`src/rtl/coh_pkg.sv`:
```
package coh_pkg;

    typedef enum logic [1:0] {
        LN_INV = 2'd0,
        LN_SHR = 2'd1,
        LN_EXC = 2'd2
    } line_st_e;

    localparam logic [1:0] MSG_RDMISS = 2'd0;
    localparam logic [1:0] MSG_WRMISS = 2'd1;
    localparam logic [1:0] MSG_WBACK  = 2'd2;

    localparam logic [1:0] CMD_INV       = 2'd0;
    localparam logic [1:0] CMD_FETCH     = 2'd1;
    localparam logic [1:0] CMD_FETCH_INV = 2'd2;

    typedef enum logic [1:0] {
        F_IDLE    = 2'd0,
        F_VICTIM  = 2'd1,
        F_REQUEST = 2'd2,
        F_WAIT    = 2'd3
    } fsm_e;

endpackage

```
`src/rtl/coh_line_array.sv`:
```
module coh_line_array
    import coh_pkg::*;
#(
    parameter int LINES = 4,
    parameter int TW    = 6,
    parameter int DW    = 16,
    parameter int IW    = $clog2(LINES)
) (
    input  logic          clk,
    input  logic          rst_n,
    input  logic [IW-1:0] a_idx,
    output line_st_e      a_st,
    output logic [TW-1:0] a_tag,
    output logic [DW-1:0] a_data,
    input  logic [IW-1:0] b_idx,
    output line_st_e      b_st,
    output logic [TW-1:0] b_tag,
    output logic [DW-1:0] b_data,
    input  logic          c_we,
    input  logic [IW-1:0] c_idx,
    input  line_st_e      c_st,
    input  logic          m_we,
    input  logic [IW-1:0] m_idx,
    input  line_st_e      m_st,
    input  logic [TW-1:0] m_tag,
    input  logic [DW-1:0] m_data
);

    line_st_e      st_q   [LINES];
    logic [TW-1:0] tag_q  [LINES];
    logic [DW-1:0] data_q [LINES];

    // State: directory command update first, request path update wins on a tie
    always_ff @(posedge clk) begin
        if (!rst_n) begin
            for (int n = 0; n < LINES; n++) begin
                st_q[n] <= LN_INV;
            end
        end else begin
            if (c_we) begin
                st_q[c_idx] <= c_st;
            end
            if (m_we) begin
                st_q[m_idx] <= m_st;
            end
        end
    end

    always_ff @(posedge clk) begin
        if (m_we) begin
            tag_q[m_idx]  <= m_tag;
            data_q[m_idx] <= m_data;
        end
    end

    assign a_st   = st_q[a_idx];
    assign a_tag  = tag_q[a_idx];
    assign a_data = data_q[a_idx];
    assign b_st   = st_q[b_idx];
    assign b_tag  = tag_q[b_idx];
    assign b_data = data_q[b_idx];

endmodule

```
`src/rtl/coh_cmd_unit.sv`:
```
module coh_cmd_unit
    import coh_pkg::*;
#(
    parameter int AW = 8,
    parameter int DW = 16,
    parameter int IW = 2,
    parameter int TW = AW - IW
) (
    input  logic          cmd_valid,
    input  logic [1:0]    cmd_type,
    input  logic [AW-1:0] cmd_addr,
    output logic [IW-1:0] b_idx,
    input  line_st_e      b_st,
    input  logic [TW-1:0] b_tag,
    input  logic [DW-1:0] b_data,
    output logic          upd_we,
    output line_st_e      upd_st,
    output logic          wb_valid,
    output logic [AW-1:0] wb_addr,
    output logic [DW-1:0] wb_data
);

    logic match;

    always_comb begin
        b_idx    = cmd_addr[IW-1:0];
        match    = cmd_valid && (b_st != LN_INV) && (b_tag == cmd_addr[AW-1:IW]);
        upd_we   = 1'b0;
        upd_st   = b_st;
        wb_valid = 1'b0;
        wb_addr  = cmd_addr;
        wb_data  = b_data;
        if (match) begin
            case (cmd_type)
                CMD_INV: begin
                    if (b_st == LN_SHR) begin
                        upd_we = 1'b1;
                        upd_st = LN_INV;
                    end
                end
                CMD_FETCH: begin
                    if (b_st == LN_EXC) begin
                        upd_we   = 1'b1;
                        upd_st   = LN_SHR;
                        wb_valid = 1'b1;
                    end
                end
                CMD_FETCH_INV: begin
                    if (b_st == LN_EXC) begin
                        upd_we   = 1'b1;
                        upd_st   = LN_INV;
                        wb_valid = 1'b1;
                    end
                end
                default: begin
                    upd_we = 1'b0;
                end
            endcase
        end
    end

endmodule

```
`src/rtl/coh_miss_fsm.sv`:
```
module coh_miss_fsm
    import coh_pkg::*;
#(
    parameter int AW = 8,
    parameter int DW = 16,
    parameter int IW = 2,
    parameter int TW = AW - IW
) (
    input  logic          clk,
    input  logic          rst_n,
    input  logic          cpu_req_valid,
    input  logic          cpu_req_write,
    input  logic [AW-1:0] cpu_req_addr,
    input  logic [DW-1:0] cpu_req_wdata,
    input  logic          cmd_busy,
    input  logic          reply_valid,
    input  logic [DW-1:0] reply_data,
    output logic [IW-1:0] a_idx,
    input  line_st_e      a_st,
    input  logic [TW-1:0] a_tag,
    input  logic [DW-1:0] a_data,
    output logic          m_we,
    output logic [IW-1:0] m_idx,
    output line_st_e      m_st,
    output logic [TW-1:0] m_tag,
    output logic [DW-1:0] m_data,
    output logic          req_msg_valid,
    output logic [1:0]    req_msg_type,
    output logic [AW-1:0] req_msg_addr,
    output logic [DW-1:0] req_msg_data,
    output logic          cpu_done,
    output logic [DW-1:0] cpu_rdata,
    output fsm_e          state
);

    fsm_e          nxt;
    logic [AW-1:0] addr_q;
    logic          wr_q;
    logic [DW-1:0] wdata_q;
    logic [TW-1:0] vtag_q;
    logic          hit;
    logic          take_miss;

    always_ff @(posedge clk) begin
        if (!rst_n) begin
            state <= F_IDLE;
        end else begin
            state <= nxt;
        end
    end

    always_ff @(posedge clk) begin
        if (take_miss) begin
            addr_q  <= cpu_req_addr;
            wr_q    <= cpu_req_write;
            wdata_q <= cpu_req_wdata;
            vtag_q  <= a_tag;
        end
    end

    assign a_idx = (state == F_IDLE) ? cpu_req_addr[IW-1:0] : addr_q[IW-1:0];
    assign hit   = (a_st != LN_INV) && (a_tag == cpu_req_addr[AW-1:IW]) &&
                   ((a_st == LN_EXC) || !cpu_req_write);
    assign take_miss = (state == F_IDLE) && cpu_req_valid && !cmd_busy && !hit;

    always_comb begin
        nxt           = state;
        m_we          = 1'b0;
        m_idx         = a_idx;
        m_st          = LN_INV;
        m_tag         = a_tag;
        m_data        = a_data;
        req_msg_valid = 1'b0;
        req_msg_type  = MSG_RDMISS;
        req_msg_addr  = addr_q;
        req_msg_data  = '0;
        cpu_done      = 1'b0;
        cpu_rdata     = '0;
        unique case (state)
            F_IDLE: begin
                if (cpu_req_valid && !cmd_busy) begin
                    if (hit) begin
                        cpu_done  = 1'b1;
                        cpu_rdata = a_data;
                        if (cpu_req_write) begin
                            m_we   = 1'b1;
                            m_st   = LN_EXC;
                            m_data = cpu_req_wdata;
                        end
                    end else if (a_st == LN_EXC) begin
                        nxt = F_VICTIM;
                    end else begin
                        m_we = 1'b1;
                        m_st = LN_INV;
                        nxt  = F_REQUEST;
                    end
                end
            end
            F_VICTIM: begin
                if (!cmd_busy) begin
                    if (a_st == LN_EXC && a_tag == vtag_q) begin
                        req_msg_valid = 1'b1;
                        req_msg_type  = MSG_WBACK;
                        req_msg_addr  = {vtag_q, addr_q[IW-1:0]};
                        req_msg_data  = a_data;
                    end
                    m_we = 1'b1;
                    m_st = LN_INV;
                    nxt  = F_REQUEST;
                end
            end
            F_REQUEST: begin
                if (!cmd_busy) begin
                    req_msg_valid = 1'b1;
                    req_msg_type  = wr_q ? MSG_WRMISS : MSG_RDMISS;
                    req_msg_addr  = addr_q;
                    nxt           = F_WAIT;
                end
            end
            F_WAIT: begin
                if (reply_valid) begin
                    m_we      = 1'b1;
                    m_st      = wr_q ? LN_EXC : LN_SHR;
                    m_tag     = addr_q[AW-1:IW];
                    m_data    = wr_q ? wdata_q : reply_data;
                    cpu_done  = 1'b1;
                    cpu_rdata = wr_q ? wdata_q : reply_data;
                    nxt       = F_IDLE;
                end
            end
        endcase
    end

endmodule

```
`src/rtl/coh_cache.sv`:
```
module coh_cache
    import coh_pkg::*;
#(
    parameter int AW    = 8,
    parameter int DW    = 16,
    parameter int LINES = 4
) (
    input  logic          clk,
    input  logic          rst_n,
    input  logic          cpu_req_valid,
    input  logic          cpu_req_write,
    input  logic [AW-1:0] cpu_req_addr,
    input  logic [DW-1:0] cpu_req_wdata,
    output logic          cpu_stall,
    output logic          cpu_done,
    output logic [DW-1:0] cpu_rdata,
    input  logic          cmd_valid,
    input  logic [1:0]    cmd_type,
    input  logic [AW-1:0] cmd_addr,
    input  logic          reply_valid,
    input  logic [DW-1:0] reply_data,
    output logic          msg_valid,
    output logic [1:0]    msg_type,
    output logic [AW-1:0] msg_addr,
    output logic [DW-1:0] msg_data
);

    localparam int IW = $clog2(LINES);
    localparam int TW = AW - IW;

    logic [IW-1:0] a_idx, b_idx;
    line_st_e      a_st, b_st, c_st, m_st;
    logic [TW-1:0] a_tag, b_tag, m_tag;
    logic [DW-1:0] a_data, b_data, m_data;
    logic          c_we, m_we;
    logic [IW-1:0] m_idx;
    logic          wb_valid;
    logic [AW-1:0] wb_addr;
    logic [DW-1:0] wb_data;
    logic          req_msg_valid;
    logic [1:0]    req_msg_type;
    logic [AW-1:0] req_msg_addr;
    logic [DW-1:0] req_msg_data;
    fsm_e          fsm_state;

    coh_line_array #(.LINES(LINES), .TW(TW), .DW(DW), .IW(IW)) u_lines (
        .clk(clk), .rst_n(rst_n),
        .a_idx(a_idx), .a_st(a_st), .a_tag(a_tag), .a_data(a_data),
        .b_idx(b_idx), .b_st(b_st), .b_tag(b_tag), .b_data(b_data),
        .c_we(c_we), .c_idx(b_idx), .c_st(c_st),
        .m_we(m_we), .m_idx(m_idx), .m_st(m_st), .m_tag(m_tag), .m_data(m_data)
    );

    coh_cmd_unit #(.AW(AW), .DW(DW), .IW(IW), .TW(TW)) u_cmd (
        .cmd_valid(cmd_valid), .cmd_type(cmd_type), .cmd_addr(cmd_addr),
        .b_idx(b_idx), .b_st(b_st), .b_tag(b_tag), .b_data(b_data),
        .upd_we(c_we), .upd_st(c_st),
        .wb_valid(wb_valid), .wb_addr(wb_addr), .wb_data(wb_data)
    );

    coh_miss_fsm #(.AW(AW), .DW(DW), .IW(IW), .TW(TW)) u_fsm (
        .clk(clk), .rst_n(rst_n),
        .cpu_req_valid(cpu_req_valid), .cpu_req_write(cpu_req_write),
        .cpu_req_addr(cpu_req_addr), .cpu_req_wdata(cpu_req_wdata),
        .cmd_busy(cmd_valid),
        .reply_valid(reply_valid), .reply_data(reply_data),
        .a_idx(a_idx), .a_st(a_st), .a_tag(a_tag), .a_data(a_data),
        .m_we(m_we), .m_idx(m_idx), .m_st(m_st), .m_tag(m_tag), .m_data(m_data),
        .req_msg_valid(req_msg_valid), .req_msg_type(req_msg_type),
        .req_msg_addr(req_msg_addr), .req_msg_data(req_msg_data),
        .cpu_done(cpu_done), .cpu_rdata(cpu_rdata), .state(fsm_state)
    );

    // A directory command owns the message port; the request path holds meanwhile
    always_comb begin
        if (wb_valid) begin
            msg_valid = 1'b1;
            msg_type  = MSG_WBACK;
            msg_addr  = wb_addr;
            msg_data  = wb_data;
        end else begin
            msg_valid = req_msg_valid;
            msg_type  = req_msg_type;
            msg_addr  = req_msg_addr;
            msg_data  = req_msg_data;
        end
    end

    assign cpu_stall = cpu_req_valid & ~cpu_done;

endmodule

```
`config.mk`:
```
export PLATFORM = sky130hd
export DESIGN_NAME = coh_cache
export DESIGN_NICKNAME = d
export VERILOG_FILES = /design/src/rtl/coh_pkg.sv /design/src/rtl/coh_line_array.sv /design/src/rtl/coh_cmd_unit.sv /design/src/rtl/coh_miss_fsm.sv /design/src/rtl/coh_cache.sv
export SDC_FILE = /design/constraint.sdc
export NUM_CORES = 1
export LEC_CHECK = 0
export ABC_AREA = 1
export BUFFER_PORTS_ARGS = -buffer_cell sky130_fd_sc_hd__buf_2
export CAP_MARGIN = 20
export CORE_ASPECT_RATIO = 0.7
export CORE_UTILIZATION = 53
export CTS_CLUSTER_SIZE = 10
export DETAILED_ROUTE_END_ITERATION = 12
export GPL_ROUTABILITY_DRIVEN = 0
export PLACE_DENSITY = 0.81
export SETUP_SLACK_MARGIN = 0.02
export SYNTH_ARGS = -nofsm -noshare
export SYNTH_HDL_FRONTEND = slang
export SYNTH_SLANG_ARGS = --single-unit
export TNS_END_PERCENT = 100
```
`constraint.sdc`:
```
create_clock -name clk -period 4.6 [get_ports clk]
set_input_delay 0.92 -clock clk [delete_from_list [all_inputs] [get_ports clk]]
set_output_delay 0.92 -clock clk [all_outputs]
set_load 0.1 [all_outputs]
```
==> out/results.tsv <==
stage	metric	value	unit
status	status	complete, but fails checks	
status	violations	design-rule violations	
floorplan	core	14700	um2
critical_path	path_class	input pin to output port	
drt	vias	7980	
timing	clock.fmax	218	MHz
critical_path	rrSetupSlack	1.04	ns
floorplan	dieWidth	148	um
job	maxCapViolCount	0	
drt	drt_wl_total	26800	um
critical_path	crit_required	3.68	ns
floorplan	die_area	15500	um2
timing	timing.slew.headroom	0.361	
placed_design	place_inst	1231	
drt	drc_errors	1	
yosys	synth_area_leader_cell	edfxtp_1	
clock_network	cts.reportedPaths.clkPinSlew	0.06	ns
layout	fin_util	0.698	
drt	drtIter0Drc	1251	
critical_path	max_stage_delay	0.43	ns
layout	antenna-diode-count	0	
grt	track_usage	0.344	
critical_path	crit_path_frequent_cell	nand2_1	
critical_path	r2r_start	u_fsm.state[0]	
yosys	ys_top_cells_by_area	edfxtp_1 48%, nand2_1 10%, inv_1 5.9%	
drt	wl_per_cell	21.2	um
clock_network	cts_hold_buf	0	
timing	min_period_over_period	0.997	
clock_network	cts_sinks	129	
timing	slew_violations	0	
layout	layoutNonFillerInstCount	1264	
critical_path	worstPathMaxFanout	16	
worst_hold_path	hp-class	flip-flop to flip-flop	
drt	drtPass1Iterations	12	
timing	rsz0062_at_grt	yes	
clock_network	cts-root-buf	clkbuf_16	
power_and_ir_drop	finalPower	6.10	mW
placed_design	io_buffers	100	
yosys	syn_inst	947	
yosys	ys_top_cells_by_count	212 x nand2_1, 127 x edfxtp_1, 126 x inv_1	
grt	grt_max_degree	35	
timing	hold_viol_final	0	
yosys	yosysSeqAreaShare	0.484	
critical_path	critPathLaunch	cmd_addr[0]	
yosys	synth_seq_cells	129	
timing	fin_crit	4.59	ns
clock_network	cts_tree	done	
critical_path	end_kind	output port	
yosys	ys_types	41	
clock_network	cts_inserted_buffers	17	
clock_network	cts_buffer_depth	2	
floorplan	num_io_pins	101	
yosys	synth_most_common_cell	nand2_1	
timing	setup_slack	0.0125	ns
timing	hold-worst-slack	0.656	ns
timing	fin_skew	0.0146	ns
clock_network	insertion_delay	0.45	ns
power_and_ir_drop	peakVddDrop	0.324	mV
worst_hold_path	hold_path.startpoint	u_fsm.state[1]	
timing	worstMarginPinSlew	0.954	ns
power_and_ir_drop	leakagePower	4.37	nW
drt	via_per_inst	6.31	
clock_network	h-tree-depth	4	
grt	grt-ovfl-total	0	
layout	nFillCells	985	
critical_path	worstSetupStartpointType	input pin	
yosys	syn_avg_cell_area	8.40	um2
critical_path	critPathTopFamily	simple AND/OR/NAND/NOR gates	
floorplan	die_h	105	um
floorplan	initial_core_util	0.542	
placed_design	dp_slack	0.245	ns
yosys	synthFlopType	edfxtp_1	
critical_path	critical_path_buf_inv_count	6	
grt	antenna_found_initial	0	
timing	setup_viol	0	
layout	drive_gt1_frac	0.224	
yosys	syn_area	7960	um2
floorplan	rows	37	
critical_path	cp_cell_sequence	buf_2, inv_1, nand2_1, inv_1, a22oi_1, nand3_1, nand2_1, nor3_1, nand2_1, nor2_4, buf_12, inv_2, o21ai_0, a21oi_1, a21oi_2, buf_12	
grt	grt_pass1_wl	39800	um
clock_network	postCtsSetupRepairBufs	0	
layout	syn_to_final_growth	28.7	%
yosys	synth_nets	1012	
yosys	synth_edf_count	127	
placed_design	hpwl	18500	um
critical_path	arrival	3.67	ns
grt	grt_pass1_vias	7152	
power_and_ir_drop	pwr_density_cell	595	nW/um2
critical_path	crit_slowest_cell	nor3_1	
yosys	synth_warnings	0	
drt	ant_nets	0	
yosys	async_reset_ff_frac	0	
layout	fin_nets	1121	
yosys	synth_top_area_frac	0.479	
==> cell families (layout without fill, tap and decap cells) <==
kind of cell / after synthesis / in the layout / synth area share
buffers and inverters: 182 / 304 / 0.0942
adder cells (fa/ha/maj): 9 / 9 / 0.0142
XOR/XNOR: 5 / 5 / 0.00551
AND/OR/NAND/NOR: 386 / 386 / 0.215
AO/OA/AOI/OAI: 236 / 236 / 0.186
flip-flops: 129 / 129 / 0.484
==> report_power, final <==
group | switching, mW | total (mW) | internal, mW | leakage [nW]
registers | 0.115 | 1.94 | 1.82 | 1.18
clock network | 0.575 | 1.33 | 0.758 | 0.268
logic | 2.04 | 2.83 | 0.787 | 2.92
==> registers in the layout, summed over array words and instances (netlist names) <==
| name | count |
|---|---|
| u_lines.data_q | 64 |
| u_lines.tag_q | 24 |
| u_fsm.wdata_q | 16 |
| u_fsm.addr_q | 8 |
| u_lines.st_q | 8 |
| u_fsm.vtag_q | 6 |
| u_fsm.state | 2 |
| u_fsm.wr_q | 1 |
==> what timing repair did <==
action	CTS	global route
endpoints found under the hold margin	0	0
cloned	0	1
setup endpoints to repair	4	41
resized for setup	4	10
==> layout by cell type (no fill, tap or decap), types with 7 or more instances in the layout <==
master     Yosys  routed
nand2_1      212     212
edfxtp_1     127     127
inv_1        126     124
a21oi_1       84      66
nand3_1       58      58
buf_2         15      57
nor2_1        56      55
buf_12         0      48
o21ai_0       45      44
a22oi_1       43      38
buf_4          4      31
nand4_1       24      24
a21oi_2        0      17
clkbuf_16      0      17
a32oi_1       16      16
nand2_2       11      10
a22o_1         9       9
o21a_1         9       9
a31oi_2        0       9
ha_1           9       8
inv_6          0       8
inv_2          6       7
a221oi_1       7       7
or2_1          7       7
==> routing by layer <==
layer / global-route usage / part of all wire / vias to the layer above
li1: - / - / 3509
met1: 0.482 / 0.38 / 3653
met2: 0.480 / 0.42 / 738
met3: 0.148 / 0.18 / 78
met4: 0.100 / 0.020 / 2
met5: 0 / 0.00097 / -
==> through the flow <==
| stage | instance area (um2) | setup TNS [ns] |
|---|---|---|
| detailed placement | 9600 | 0 |
| finish | 10200 | 0 |
| global placement | 9600 | 0 |
| global route | 10200 | 0 |
| floorplan | 8110 | -6.56 |
| CTS | 10200 | 0 |
==> area by class of cell <==
type                            count  area, um2  share of cell area
Sequential cell                   129       3850               0.376
Multi-Input combinational cell    636       3570               0.349
Timing Repair Buffer              136       1480               0.144
Inverter                          135        515              0.0503
Clock buffer                       18        429              0.0419
Tap cell                          195        244              0.0238
Clock inverter                     14        141              0.0138
Timing Repair inverter              1       5.00            0.000489
==> worst min-delay path, delay by kind of cell, from the launching register on <==
family	cells	cell delay, ns
simple gates	3	0.15
buf+inv	1	0.12
flops	1	0.34
==> worst paths after layout <==
kind / to / cells past startpoint
min reg2reg: u_fsm.state[1] / 4
min: u_fsm.state[1] / 4
max: msg_addr[6] / 16
max reg2reg: u_lines.data_q[1][5] / 20
Note: power is estimated with default switching activity, not from simulation.
